`src/rtl/spi_port_pkg.sv`:
```
package spi_port_pkg;
  typedef struct packed {
    logic       ien;
    logic       en;
    logic       lsb_first;
    logic       master;
    logic       cpol;
    logic       cpha;
    logic [1:0] rate;
  } ctrl_t;

  localparam logic [1:0] ADDR_CTRL = 2'd0;
  localparam logic [1:0] ADDR_STAT = 2'd1;
  localparam logic [1:0] ADDR_DATA = 2'd2;
endpackage

```
`src/rtl/spi_sync.sv`:
```
module spi_sync #(
  parameter int N      = 1,
  parameter int STAGES = 2
) (
  input  logic         clk,
  input  logic         rst,
  input  logic [N-1:0] d_i,
  output logic [N-1:0] q_o
);
  logic [N-1:0] stage_q [STAGES];

  always_ff @(posedge clk) begin
    if (rst) begin
      for (int s = 0; s < STAGES; s++) stage_q[s] <= '0;
    end else begin
      stage_q[0] <= d_i;
      for (int s = 1; s < STAGES; s++) stage_q[s] <= stage_q[s-1];
    end
  end

  assign q_o = stage_q[STAGES-1];
endmodule

```
`src/rtl/spi_rate_gen.sv`:
```
module spi_rate_gen #(
  parameter int BASE_DIV = 4
) (
  input  logic       clk,
  input  logic       rst,
  input  logic       start_i,
  input  logic       stop_i,
  input  logic [1:0] rate_i,
  output logic       running_o,
  output logic       edge_o,
  output logic       phase_o
);
  localparam int CNT_W = $clog2(BASE_DIV * 16) + 1;

  logic [CNT_W-1:0] cnt_q;
  logic [CNT_W-1:0] half_lim;

  always_comb begin
    case (rate_i)
      2'd0:    half_lim = CNT_W'(BASE_DIV / 2);
      2'd1:    half_lim = CNT_W'(BASE_DIV * 2);
      2'd2:    half_lim = CNT_W'(BASE_DIV * 8);
      default: half_lim = CNT_W'(BASE_DIV * 16);
    endcase
  end

  assign edge_o = running_o && (cnt_q == half_lim - 1'b1);

  always_ff @(posedge clk) begin
    if (rst) begin
      running_o <= 1'b0;
      cnt_q     <= '0;
      phase_o   <= 1'b0;
    end else if (start_i) begin
      running_o <= 1'b1;
      cnt_q     <= '0;
      phase_o   <= 1'b0;
    end else if (running_o) begin
      if (edge_o) begin
        cnt_q   <= '0;
        phase_o <= ~phase_o;
      end else begin
        cnt_q <= cnt_q + 1'b1;
      end
      if (stop_i) running_o <= 1'b0;
    end
  end
endmodule

```
`src/rtl/spi_shift_core.sv`:
```
module spi_shift_core #(
  parameter int W = 8
) (
  input  logic         clk,
  input  logic         rst,
  input  logic         clr_i,
  input  logic         load_i,
  input  logic [W-1:0] load_data_i,
  input  logic         lsb_first_i,
  input  logic         cpha_i,
  input  logic         edge_i,
  input  logic         sin_i,
  output logic         sout_o,
  output logic         done_o,
  output logic [W-1:0] rx_fin_o,
  output logic         mid_o
);
  localparam int IDX_W = $clog2(2 * W);
  localparam logic [IDX_W-1:0] LAST = IDX_W'(2 * W - 1);

  logic [W-1:0]     sh_q, rx_q, rx_shift, sh_shift;
  logic [IDX_W-1:0] idx_q;
  logic             lead, samp, adv, act;

  assign lead     = ~idx_q[0];
  assign samp     = cpha_i ? ~lead : lead;
  assign adv      = cpha_i ? (lead && idx_q != '0) : ~lead;
  assign act      = edge_i && !clr_i;
  assign rx_shift = lsb_first_i ? {sin_i, rx_q[W-1:1]} : {rx_q[W-2:0], sin_i};
  assign sh_shift = lsb_first_i ? {1'b0, sh_q[W-1:1]} : {sh_q[W-2:0], 1'b0};
  assign sout_o   = lsb_first_i ? sh_q[0] : sh_q[W-1];
  assign done_o   = act && (idx_q == LAST);
  assign rx_fin_o = samp ? rx_shift : rx_q;
  assign mid_o    = (idx_q != '0);

  always_ff @(posedge clk) begin
    if (rst) begin
      sh_q  <= '0;
      rx_q  <= '0;
      idx_q <= '0;
    end else begin
      if (load_i) sh_q <= load_data_i;
      else if (act && adv) sh_q <= sh_shift;
      if (act && samp) rx_q <= rx_shift;
      if (clr_i) idx_q <= '0;
      else if (edge_i) idx_q <= (idx_q == LAST) ? '0 : idx_q + 1'b1;
    end
  end
endmodule

```
`src/rtl/spi_port_ctrl.sv`:
```
module spi_port_ctrl
  import spi_port_pkg::*;
#(
  parameter int DATA_W   = 8,
  parameter int BASE_DIV = 4,
  parameter int SYNC_N   = 2
) (
  input  logic              clk,
  input  logic              rst,
  input  logic              bus_wr_i,
  input  logic              bus_rd_i,
  input  logic [1:0]        bus_addr_i,
  input  logic [DATA_W-1:0] bus_wdata_i,
  output logic [DATA_W-1:0] bus_rdata_o,
  input  logic              ser_irq_en_i,
  output logic              irq_o,
  input  logic              sck_i,
  output logic              sck_o,
  input  logic              mosi_i,
  output logic              mosi_o,
  input  logic              miso_i,
  output logic              miso_o,
  input  logic              ssn_i
);
  ctrl_t             ctrl_q;
  logic              spif_q, wcol_q, armed_q;
  logic [DATA_W-1:0] rbuf_q;
  logic              sck_s, mosi_s, ssn_s, sck_prev_q;
  logic              m_run, m_edge, m_phase;
  logic              core_sout, core_done, core_mid, core_clr, core_edge, core_sin;
  logic [DATA_W-1:0] core_rx;
  logic              wr_ctrl, wr_data, rd_stat, rd_data, busy, start, load, s_edge;

  spi_sync #(.N(3), .STAGES(SYNC_N)) u_sync (
    .clk (clk),
    .rst (rst),
    .d_i ({sck_i, mosi_i, ssn_i}),
    .q_o ({sck_s, mosi_s, ssn_s})
  );

  spi_rate_gen #(.BASE_DIV(BASE_DIV)) u_rate (
    .clk       (clk),
    .rst       (rst),
    .start_i   (start),
    .stop_i    (core_done),
    .rate_i    (ctrl_q.rate),
    .running_o (m_run),
    .edge_o    (m_edge),
    .phase_o   (m_phase)
  );

  spi_shift_core #(.W(DATA_W)) u_core (
    .clk         (clk),
    .rst         (rst),
    .clr_i       (core_clr),
    .load_i      (load),
    .load_data_i (bus_wdata_i),
    .lsb_first_i (ctrl_q.lsb_first),
    .cpha_i      (ctrl_q.cpha),
    .edge_i      (core_edge),
    .sin_i       (core_sin),
    .sout_o      (core_sout),
    .done_o      (core_done),
    .rx_fin_o    (core_rx),
    .mid_o       (core_mid)
  );

  assign wr_ctrl   = bus_wr_i && bus_addr_i == ADDR_CTRL;
  assign wr_data   = bus_wr_i && bus_addr_i == ADDR_DATA;
  assign rd_stat   = bus_rd_i && bus_addr_i == ADDR_STAT;
  assign rd_data   = bus_rd_i && bus_addr_i == ADDR_DATA;
  assign busy      = ctrl_q.master ? m_run : core_mid;
  assign load      = wr_data && !busy;
  assign start     = load && ctrl_q.en && ctrl_q.master;
  assign s_edge    = (sck_s != sck_prev_q);
  assign core_clr  = !ctrl_q.en || (ctrl_q.master ? start : ssn_s);
  assign core_edge = ctrl_q.master ? m_edge : s_edge;
  assign core_sin  = ctrl_q.master ? miso_i : mosi_s;

  assign sck_o  = ctrl_q.cpol ^ m_phase;
  assign mosi_o = (ctrl_q.en && ctrl_q.master) ? core_sout : 1'b0;
  assign miso_o = (ctrl_q.en && !ctrl_q.master && !ssn_s) ? core_sout : 1'b0;

  always_ff @(posedge clk) begin
    if (rst) begin
      ctrl_q      <= '0;
      spif_q      <= 1'b0;
      wcol_q      <= 1'b0;
      armed_q     <= 1'b0;
      rbuf_q      <= '0;
      irq_o       <= 1'b0;
      bus_rdata_o <= '0;
      sck_prev_q  <= 1'b0;
    end else begin
      sck_prev_q <= sck_s;
      if (wr_ctrl) ctrl_q <= ctrl_t'(bus_wdata_i[7:0]);
      if (rd_stat && (spif_q || wcol_q)) armed_q <= 1'b1;
      if ((wr_data || rd_data) && armed_q) begin
        spif_q  <= 1'b0;
        wcol_q  <= 1'b0;
        armed_q <= 1'b0;
      end
      if (core_done) begin
        spif_q <= 1'b1;
        rbuf_q <= core_rx;
      end
      if (wr_data && busy) wcol_q <= 1'b1;
      irq_o <= ctrl_q.ien && ser_irq_en_i && spif_q;
      if (bus_rd_i) begin
        case (bus_addr_i)
          ADDR_CTRL: bus_rdata_o <= DATA_W'(ctrl_q);
          ADDR_STAT: bus_rdata_o <= {spif_q, wcol_q, {(DATA_W-2){1'b0}}};
          ADDR_DATA: bus_rdata_o <= rbuf_q;
          default:   bus_rdata_o <= '0;
        endcase
      end
    end
  end
endmodule

```
`config.mk`:
```
export PLATFORM = sky130hd
export DESIGN_NAME = spi_port_ctrl
export DESIGN_NICKNAME = d
export VERILOG_FILES = /design/src/rtl/spi_port_pkg.sv /design/src/rtl/spi_sync.sv /design/src/rtl/spi_rate_gen.sv /design/src/rtl/spi_shift_core.sv /design/src/rtl/spi_port_ctrl.sv
export SDC_FILE = /design/constraint.sdc
export NUM_CORES = 1
export LEC_CHECK = 0
export BUFFER_PORTS_ARGS = -buffer_cell sky130_fd_sc_hd__buf_2
export CORE_ASPECT_RATIO = 0.6
export CORE_MARGIN = 8
export CORE_UTILIZATION = 55
export DETAILED_ROUTE_END_ITERATION = 12
export PLACE_DENSITY = 0.75
export SLEW_MARGIN = 10
export SYNTH_ARGS = -nofsm -noshare
export SYNTH_HDL_FRONTEND = slang
export SYNTH_SLANG_ARGS = --single-unit
```
`constraint.sdc`:
```
create_clock -name clk -period 6.45 [get_ports clk]
set_input_delay 0.645 -clock clk [delete_from_list [all_inputs] [get_ports clk]]
set_output_delay 0.645 -clock clk [all_outputs]
set_load 0.01 [all_outputs]
```
-- Yosys cells after proc, flatten, opt, wreduce, memory -nomap -nowiden
Memories as Yosys holds them, arrays and structs flattened.
Cells that the tools add are included.
- flip-flop bits (word level): 58
- RAM bits: 6
- bits of input ports: 19
- word-level logic and storage cells: 104
- memories: 1
- add/subtract/negate cells: 3
- equality and inequality tests: 7
- multiplexer cells: 29
- bitwise gates (word level): 5
- reduce and logical (&&, ||, !) cells: 39
- memories (memory ; words ; width ; read ports ; clocked after memory_dff ; write ports ; RTL line ; source):
    u_sync.stage_q ; 2 ; 3 ; 2 ; 0 ; 2 ; spi_sync.sv:10 ; logic [N-1:0] stage_q [STAGES];
- operators by type and width (operator ; number):
    2-to-1 mux 8 bit ; 5
    case mux 8 bit (3 select lines) ; 1
    logical AND 1 bit ; 21
    case mux 7 bit (3 select lines) ; 1
    2-to-1 mux 1 bit ; 18
    adder 7 x 1 -> 7 bit (second input constant) ; 1
    equality test 7 bit ; 1
    2-to-1 mux 7 bit ; 1
    subtractor 7 x 1 -> 7 bit (second input constant) ; 1
    2-to-1 mux 3 bit ; 2
    nonzero test 2 bit ; 3
    OR reduction 2 bit ; 3
    logical NOT 1 bit ; 5
    adder 4 x 1 -> 4 bit (second input constant) ; 1
    equality test 2 x 1 -> 1 bit (second input constant) ; 2
    equality test 2 bit (second input constant) ; 2
    equality test 4 bit (second input constant) ; 1
    logical NOT 2 bit ; 2
    2-to-1 mux 4 bit ; 1
    nonzero test 4 bit ; 1
    logical OR 1 bit ; 3
    inverter 1 bit ; 2
    bitwise OR 1 bit ; 2
    AND reduction 2 bit ; 1
    other kinds (2) ; 2

-- Depth between registers and ports, before layout
Gate-level depths: netlist of the first run.
- depth after elaboration: 14
- depth in mapped cells: 9

-- Cells and area by module
Synthesis of the first run repeated with hierarchy kept, for this count alone.
- cell total of the unflattened synthesis: 344
- area, all modules: 3200.6 um^2
- by module, submodules not included (module ; times used ; cells an instance ; area an instance (um^2) ; seq. area each (um^2)):
    spi_port_ctrl ; 1 ; 131 ; 1275.0 ; 580.6
    spi_shift_core ; 1 ; 141 ; 1234.9 ; 400.4
    spi_rate_gen ; 1 ; 57 ; 510.5 ; 180.2
    spi_sync ; 1 ; 15 ; 180.2 ; 120.1

-- Worst setup path before layout of the first run
No wires, ideal clock.
- path kind: reg-to-reg
- from: register ctrl_q[0] (netlist name)
- to: register u_core.sh_q[7]
- library setup time: 0.121 ns
- data arrival time: 2.321 ns
- data required time: 6.329 ns
- slack: 4.008 ns
- cell stages (with the launch flop): 9
- buffers on the path: 1
- cell sequence: dfxtp_1 > or2_1 > ha_1 > xnor2_1 > o41ai_4 > o221ai_2 > o31a_1 > buf_6 > mux2_4
- longest elaborated chain between the ends: 9
- elaborated cells between the ends (all ways): 11
- classes of those cells: add/sub (1); eq/ne (3); mux (2); reduce/logical (5)
- ends and longest elaborated chain (element ; RTL line ; source):
    from (decl) ; spi_port_ctrl.sv:25 ; ctrl_t ctrl_q;
    from (signal assigned) ; spi_port_ctrl.sv:96 ; if (wr_ctrl) ctrl_q <= ctrl_t'(bus_wdata_i[7:0]);
    equality test 2 bit, or another cell as far along ; spi_rate_gen.sv:19 ; case (rate_i)
    case mux 7 bit (3 select lines) (*) ; spi_rate_gen.sv:19 ;
    subtractor 7 x 1 -> 7 bit (*) ; spi_rate_gen.sv:27 ; assign edge_o = running_o && (cnt_q == half_lim - 1'b1);
    equality test 7 bit (*) ; spi_rate_gen.sv:27 ;
    logical AND 1 bit (*) ; spi_rate_gen.sv:27 ;
    2-to-1 mux 1 bit (*) ; spi_port_ctrl.sv:77 ; assign core_edge = ctrl_q.master ? m_edge : s_edge;
    logical AND 1 bit (*) ; spi_shift_core.sv:28 ; assign act = edge_i && !clr_i;
    logical AND 1 bit (*) ; spi_shift_core.sv:43 ; else if (act && adv) sh_q <= sh_shift;
    nonzero test 2 bit (no line) (*) ; - ;
    to (signal assigned) ; spi_shift_core.sv:42 ; if (load_i) sh_q <= load_data_i;
    to (signal assigned) ; spi_shift_core.sv:43 ;
    to (decl) ; spi_shift_core.sv:21 ; logic [W-1:0] sh_q, rx_q, rx_shift, sh_shift;
Mark *: on every way between the ends. The rest lies on a longest branch, timed or not.
A chain may end at the register's enable or synchronous reset.

-- Worst setup path in the final report of the first run
Same ends and word-level chain as after synthesis.

==> metrics.txt, run 1 <==
synthesis-stage register bit count 64; slew margin rel. 29.5%; Post-synth EDFFs 0; Pwr Density 253 mW/mm²; Tmin final 2.99 ns; # DRC 0; share of cells above drive strength 1 16.1%; latest clock arrival within the worst-skew pair 0.34 ns; Pins Over Slew Limit 0; initial antenna violation count 0; CP Cell Sequence or2_1 -> ha_1 -> xnor2_1 -> o41ai_4 -> o221ai_2 -> o31a_1 -> mux2_4; peak supply drop 0.000154 V; ys flop type dfxtp_1; vias in the first global route 2434; Clock transition at path regs 0.07 ns; Die X 114 µm; DP HPWL 5100 µm; final net count 396; delay-heaviest family, CP compound AO/OA/AOI/OAI gates; CP Launch Type flop; RSZ-0062 raised after global routing no; cell leakage power 1.43 nW; 1st-iter DRT viols 198; Setup CP Type reg -> reg; TritonCTS clock tree built; Cells after Synth 355; Yosys top cell area share 40.7%; TritonRoute pass-1 iters 4; maximum net fanout on the critical path 25; Crit-path slowest cell o31a_1; multi-input logic area 0.00173 mm²; drt via density 5.66; GRT Overall Usage 17.4%; clock skew 0.00790 ns; synth top area cells dfxtp_1, mux2i_1, nand2_1; Synth Cell Area 0.00315 mm²; H-tree levels 3; net count after synthesis 378; Seq/Total Area, Yosys 40.7%; crit path DAT 3.22 ns; antenna fix cells 0; critical path buffer and inverter count 0; total grt overflow 0; Max Fclk 0.335 GHz; CTS Buf Count 9; total power 0.901 mW; Ys Warns 0; Placer Congestion 0.902; Synth cell types 48; setup violators final 0; Die H 74.6 µm; largest buffer count on any clock path 2; Port Buffers 30; final hold violations 0; Post-CTS Setup Bufs 0; outcome completed; Util after Layout 64.1%; Root Buffer clkbuf_8; via count 2594; crit path capture type flop; Slew @ Worst Pin 1.05 ns; Placeable Area 0.00554 mm²; max-cap check violation count 0; first-pass GRT wire length 11700 µm; post_cts resized 0; HP Class reg -> reg; Final period util 46.3%; antenna viol nets, final 0; largest net degree at the start of global routing 47; # IOs 31; Starting Density 56.8%; ys async rst share 0%; # clock sinks 64; full die area 0.00848 mm²; sequential cell area 0.00128 mm²; fillcell total 456; WL final 7220 µm; Layout Area Growth over Synthesis 12.9%; Synth area leader dfxtp_1; Rows 21; TNS Setup 0 ns; Avg Cell Area, Syn 8.87 µm²; Critical Path Max Stage Delay 0.61 ns; cts hold-fix bufs 0; Worst Path Required 6.68 ns; wire per inst 15.8 µm
cell usage after synthesis (2+ instances only):
| cell type | instances |
|---|---|
| dfxtp_1 | 64 |
| nand2_1 | 37 |
| nor2_1 | 35 |
| mux2i_1 | 32 |
| a21oi_1 | 26 |
| nor2b_1 | 20 |
| o21ai_0 | 14 |
| clkbuf_1 | 12 |
| o211ai_1 | 12 |
| inv_1 | 8 |
| mux2_2 | 8 |
| xor2_1 | 8 |
| a311oi_1 | 7 |
| nand3_1 | 7 |
| o41ai_1 | 7 |
| buf_2 | 6 |
| buf_1 | 5 |
| ha_1 | 4 |
| nand2b_1 | 4 |
| xnor2_1 | 4 |
| nor3_1 | 3 |
| a211oi_1 | 2 |
| nand4_1 | 2 |
| nor4_1 | 2 |
| o311a_1 | 2 |
| or3_1 | 2 |
layout make-up:
class,instances,share of cell area (%)
Clock buffer,11,4.26
Clock inverter,5,2.89
Inverter,8,0.844
Multi-Input combinational cell,259,48.7
Sequential cell,64,36.0
Tap cell,80,2.81
Timing Repair Buffer,31,4.43
placed cells by master (no fill, tap or decap), drive strengths merged, types with 3 or more instances in the layout:
| cell type | Yosys | layout |
|---|---|---|
| clkbuf | 12 | 11 |
| nand3 | 7 | 7 |
| dfxtp | 64 | 64 |
| xnor2 | 4 | 4 |
| o41ai | 9 | 9 |
| nand2 | 37 | 37 |
| buf | 12 | 31 |
| inv | 8 | 8 |
| nand2b | 4 | 4 |
| nor3 | 3 | 3 |
| a21oi | 26 | 26 |
| nor2b | 20 | 20 |
| xor2 | 8 | 8 |
| a311oi | 7 | 7 |
| nor2 | 35 | 35 |
| o211ai | 12 | 12 |
| mux2 | 9 | 9 |
| bufinv | 0 | 3 |
| mux2i | 32 | 32 |
| ha | 4 | 4 |
| o21ai | 15 | 15 |
logic make-up (layout without fill, tap and decap cells):
| kind of cell | after synthesis | in the layout | share of synthesized area, % |
|---|---|---|---|
| flip-flops | 64 | 64 | 40.7 |
| multiplexers | 41 | 41 | 13.5 |
| adder cells (fa/ha/maj) | 4 | 4 | 1.59 |
| AO/OA/AOI/OAI | 82 | 82 | 18.6 |
| XOR/XNOR | 12 | 12 | 3.34 |
| AND/OR/NAND/NOR | 120 | 120 | 18.0 |
| buffers and inverters | 32 | 55 | 4.29 |
report_power, final:
group,internal (mW),total [mW],leakage (nW),switching (mW)
clock,0.277,0.434,0.126,0.156
sequential,0.401,0.407,0.518,0.00655
combinational,0.0217,0.0598,0.789,0.0380
final timing paths:
check	startpoint	endpoint	slack, ns	depth (start not counted)
max	ctrl_q[0]	u_core.sh_q[7]	3.46	7
max reg2reg	ctrl_q[0]	u_core.sh_q[7]	3.46	7
min reg2reg	u_sync.stage_q[0][1]	u_sync.stage_q[0][4]	0.44	1
min	u_sync.stage_q[0][1]	u_sync.stage_q[0][4]	0.44	1
through the flow:
| stage | setup WS, ns | instance area [µm²] | instances | hold WS [ns] |
|---|---|---|---|---|
| after floorplan | 4.01 | 3150 | 355 | 0.414 |
| after global placement | 3.54 | 3300 | 442 | 0.421 |
| after detailed placement | 3.48 | 3300 | 442 | 0.420 |
| after CTS | 3.47 | 3560 | 458 | 0.438 |
| after global routing | 3.26 | 3560 | 458 | 0.451 |
| final | 3.46 | 3560 | 458 | 0.437 |
sequential cells by signal, summed over array words and instances, names as in the netlist, 4 cells and up:
register        cells
bus_rdata_o         8
u_core.idx_q        4
u_rate.cnt_q        7
u_sync.stage_q      6
rbuf_q              8
u_core.rx_q         8
u_core.sh_q         8
ctrl_q              8
routing by layer:
| metal | up-vias | GRT usage, % | part of all wire (%) |
|---|---|---|---|
| met4 | 0 | 4.69 | 0.64 |
| met2 | 74 | 26.0 | 43 |
| met5 | - | 0 | 0 |
| met3 | 7 | 5.76 | 6.6 |
| met1 | 1213 | 23.7 | 50 |
| li1 | 1300 | - | - |
Power figures use the tool's default switching activity.
==> run 2: changes to the inputs <==
Clock period 6.45 ns to 2.9 ns, I/O delays scaled along.
==> run 2 against run 1 <==
Effect of this change: sequential power up 120%; wire length up 0.47%; setup slack worse by 3.1 ns; utilization up 0.090 points; critical path depth unchanged; non-clock buffer count up 6; critical endpoint unchanged; largest power group is now sequential cells; clock skew up 0.0024 ns; sequential cell count unchanged; fmax up 16%.
==> metrics.txt, run 2 (synthesized netlist as in run 1, its figures left out) <==
peak supply drop 0.000285 V; wire per inst 15.6 µm; vias in the first global route 2499; # IOs 31; final net count 402; Placeable Area 0.00554 mm²; CTS Buf Count 9; CP Cell Sequence or2_1 -> ha_1 -> xnor2_1 -> o41ai_4 -> o221ai_2 -> o31a_1 -> mux2_4; 1st-iter DRT viols 169; crit path DAT 2.79 ns; # DRC 0; Seq pwr share 48.2%; maximum net fanout on the critical path 8; antenna viol nets, final 0; # clock sinks 64; largest buffer count on any clock path 2; sw frac 22.7%; Die X 114 µm; first-pass GRT wire length 12100 µm; most common cell after layout, fill and taps aside dfxtp_1; Clk pwr share 44.4%; drt via density 5.67; max-cap check violation count 0; sw power 0.426 mW; antenna fix cells 0; Tmin final 2.57 ns; Pins Over Slew Limit 0; TritonCTS clock tree built; slew margin rel. 45.6%; Layout Area Growth over Synthesis 13.1%; via count 2630; P_int 1.45 mW; Rows 21; latest clock arrival within the worst-skew pair 0.34 ns; total grt overflow 0; post_cts resized 0; Slew @ Worst Pin 0.816 ns; Setup CP Type reg -> reg; Starting Density 56.8%; crit path capture type flop; RSZ-0062 raised after global routing no; initial antenna violation count 0; WL final 7250 µm; full die area 0.00848 mm²; Post-CTS Setup Bufs 0; DP HPWL 5120 µm; CP Launch Type flop; setup ws final 0.329 ns; pre-CTS WS 0.326 ns; TNS Setup 0 ns; Crit-path slowest cell o31a_1; delay-heaviest family, CP compound AO/OA/AOI/OAI gates; Placer Congestion 0.831; cts hold-fix bufs 0; Max Fclk 0.389 GHz; Port Buffers 30; GRT Overall Usage 17.8%; Die H 74.6 µm; most frequent cells in the layout dfxtp_1, nand2_1, nor2_1; combinational share of power 7.4%; TritonRoute pass-1 iters 5; cell leakage power 1.44 nW; clock skew 0.0103 ns; outcome completed; Worst Path Required 3.12 ns; Pwr Density 527 mW/mm²; share of cells above drive strength 1 16.7%; Root Buffer clkbuf_8; HP Class in -> reg; setup violators final 0; Clock transition at path regs 0.06 ns; Final period util 88.7%; final hold violations 0; largest net degree at the start of global routing 46; critical path buffer and inverter count 0; Critical Path Max Stage Delay 0.49 ns; fillcell total 474; H-tree levels 3
==> run 2: changes by cell type in the layout (fill, tap and decap cells not counted) <==
cell        previous run  this run
bufinv_16              3         2
clkinvlp_4             1         0
clkbuf_1               0         3
buf_4                  1         7
clkbuf_8              11        10
==> run 2: power by group through the flow <==
stage | combinational [mW] | sequential (mW) | clock (mW)
CTS | 0.138 | 0.904 | 0.849
global route | 0.152 | 0.905 | 0.888
finish | 0.139 | 0.905 | 0.833
floorplan | 0.101 | 0.918 | 0
global placement | 0.135 | 0.923 | 0
detailed placement | 0.137 | 0.924 | 0
==> run 2: final timing paths <==
| kind | startpoint | endpoint | slack (ns) | depth (start not counted) |
|---|---|---|---|---|
| min | sck_i | u_sync.stage_q[0][2] | 0.16 | 2 |
| max reg2reg | ctrl_q[0] | u_core.sh_q[7] | 0.33 | 7 |
| max | ctrl_q[0] | u_core.sh_q[7] | 0.33 | 7 |
| min reg2reg | u_sync.stage_q[0][1] | u_sync.stage_q[0][4] | 0.44 | 1 |
==> run 2: cell type report <==
type	count	area (µm²)	share of cell area, %
multi-input combinational	259	1730	48.7
clock buffer	13	149	4.18
tap	80	100	2.81
timing repair buffer	37	203	5.69
sequential	64	1280	36.0
clock inverter	3	65.1	1.83
inverter	8	30.0	0.843
==> run 2: worst register-to-register path, cell delays in order, from the launching register on <==
cell      delay (ns)
dfxtp_1         0.36
or2_1           0.29
ha_1            0.32
xnor2_1         0.17
o41ai_4         0.33
o221ai_2        0.15
o31a_1          0.49
mux2_4          0.35
==> run 2: stage by stage <==
stage	area [µm²]	util [%]	hold slack (ns)	cells	power [mW]
after floorplan	3150	-	0.414	355	1.02
after global placement	3350	60.4	0.419	448	1.06
after detailed placement	3350	60.4	0.427	448	1.06
after CTS	3560	64.2	0.151	464	1.89
after global routing	3560	64.2	0.154	464	1.95
final	3560	64.2	0.163	464	1.88
==> run 2: metal layers <==
metal / share of wire (%) / up-vias / track usage (%)
li1: - / 1316 / -
met1: 49 / 1239 / 24.0
met2: 44 / 69 / 26.8
met3: 6.4 / 6 / 5.84
met4: 0.44 / 0 / 4.69
met5: 0 / - / 0
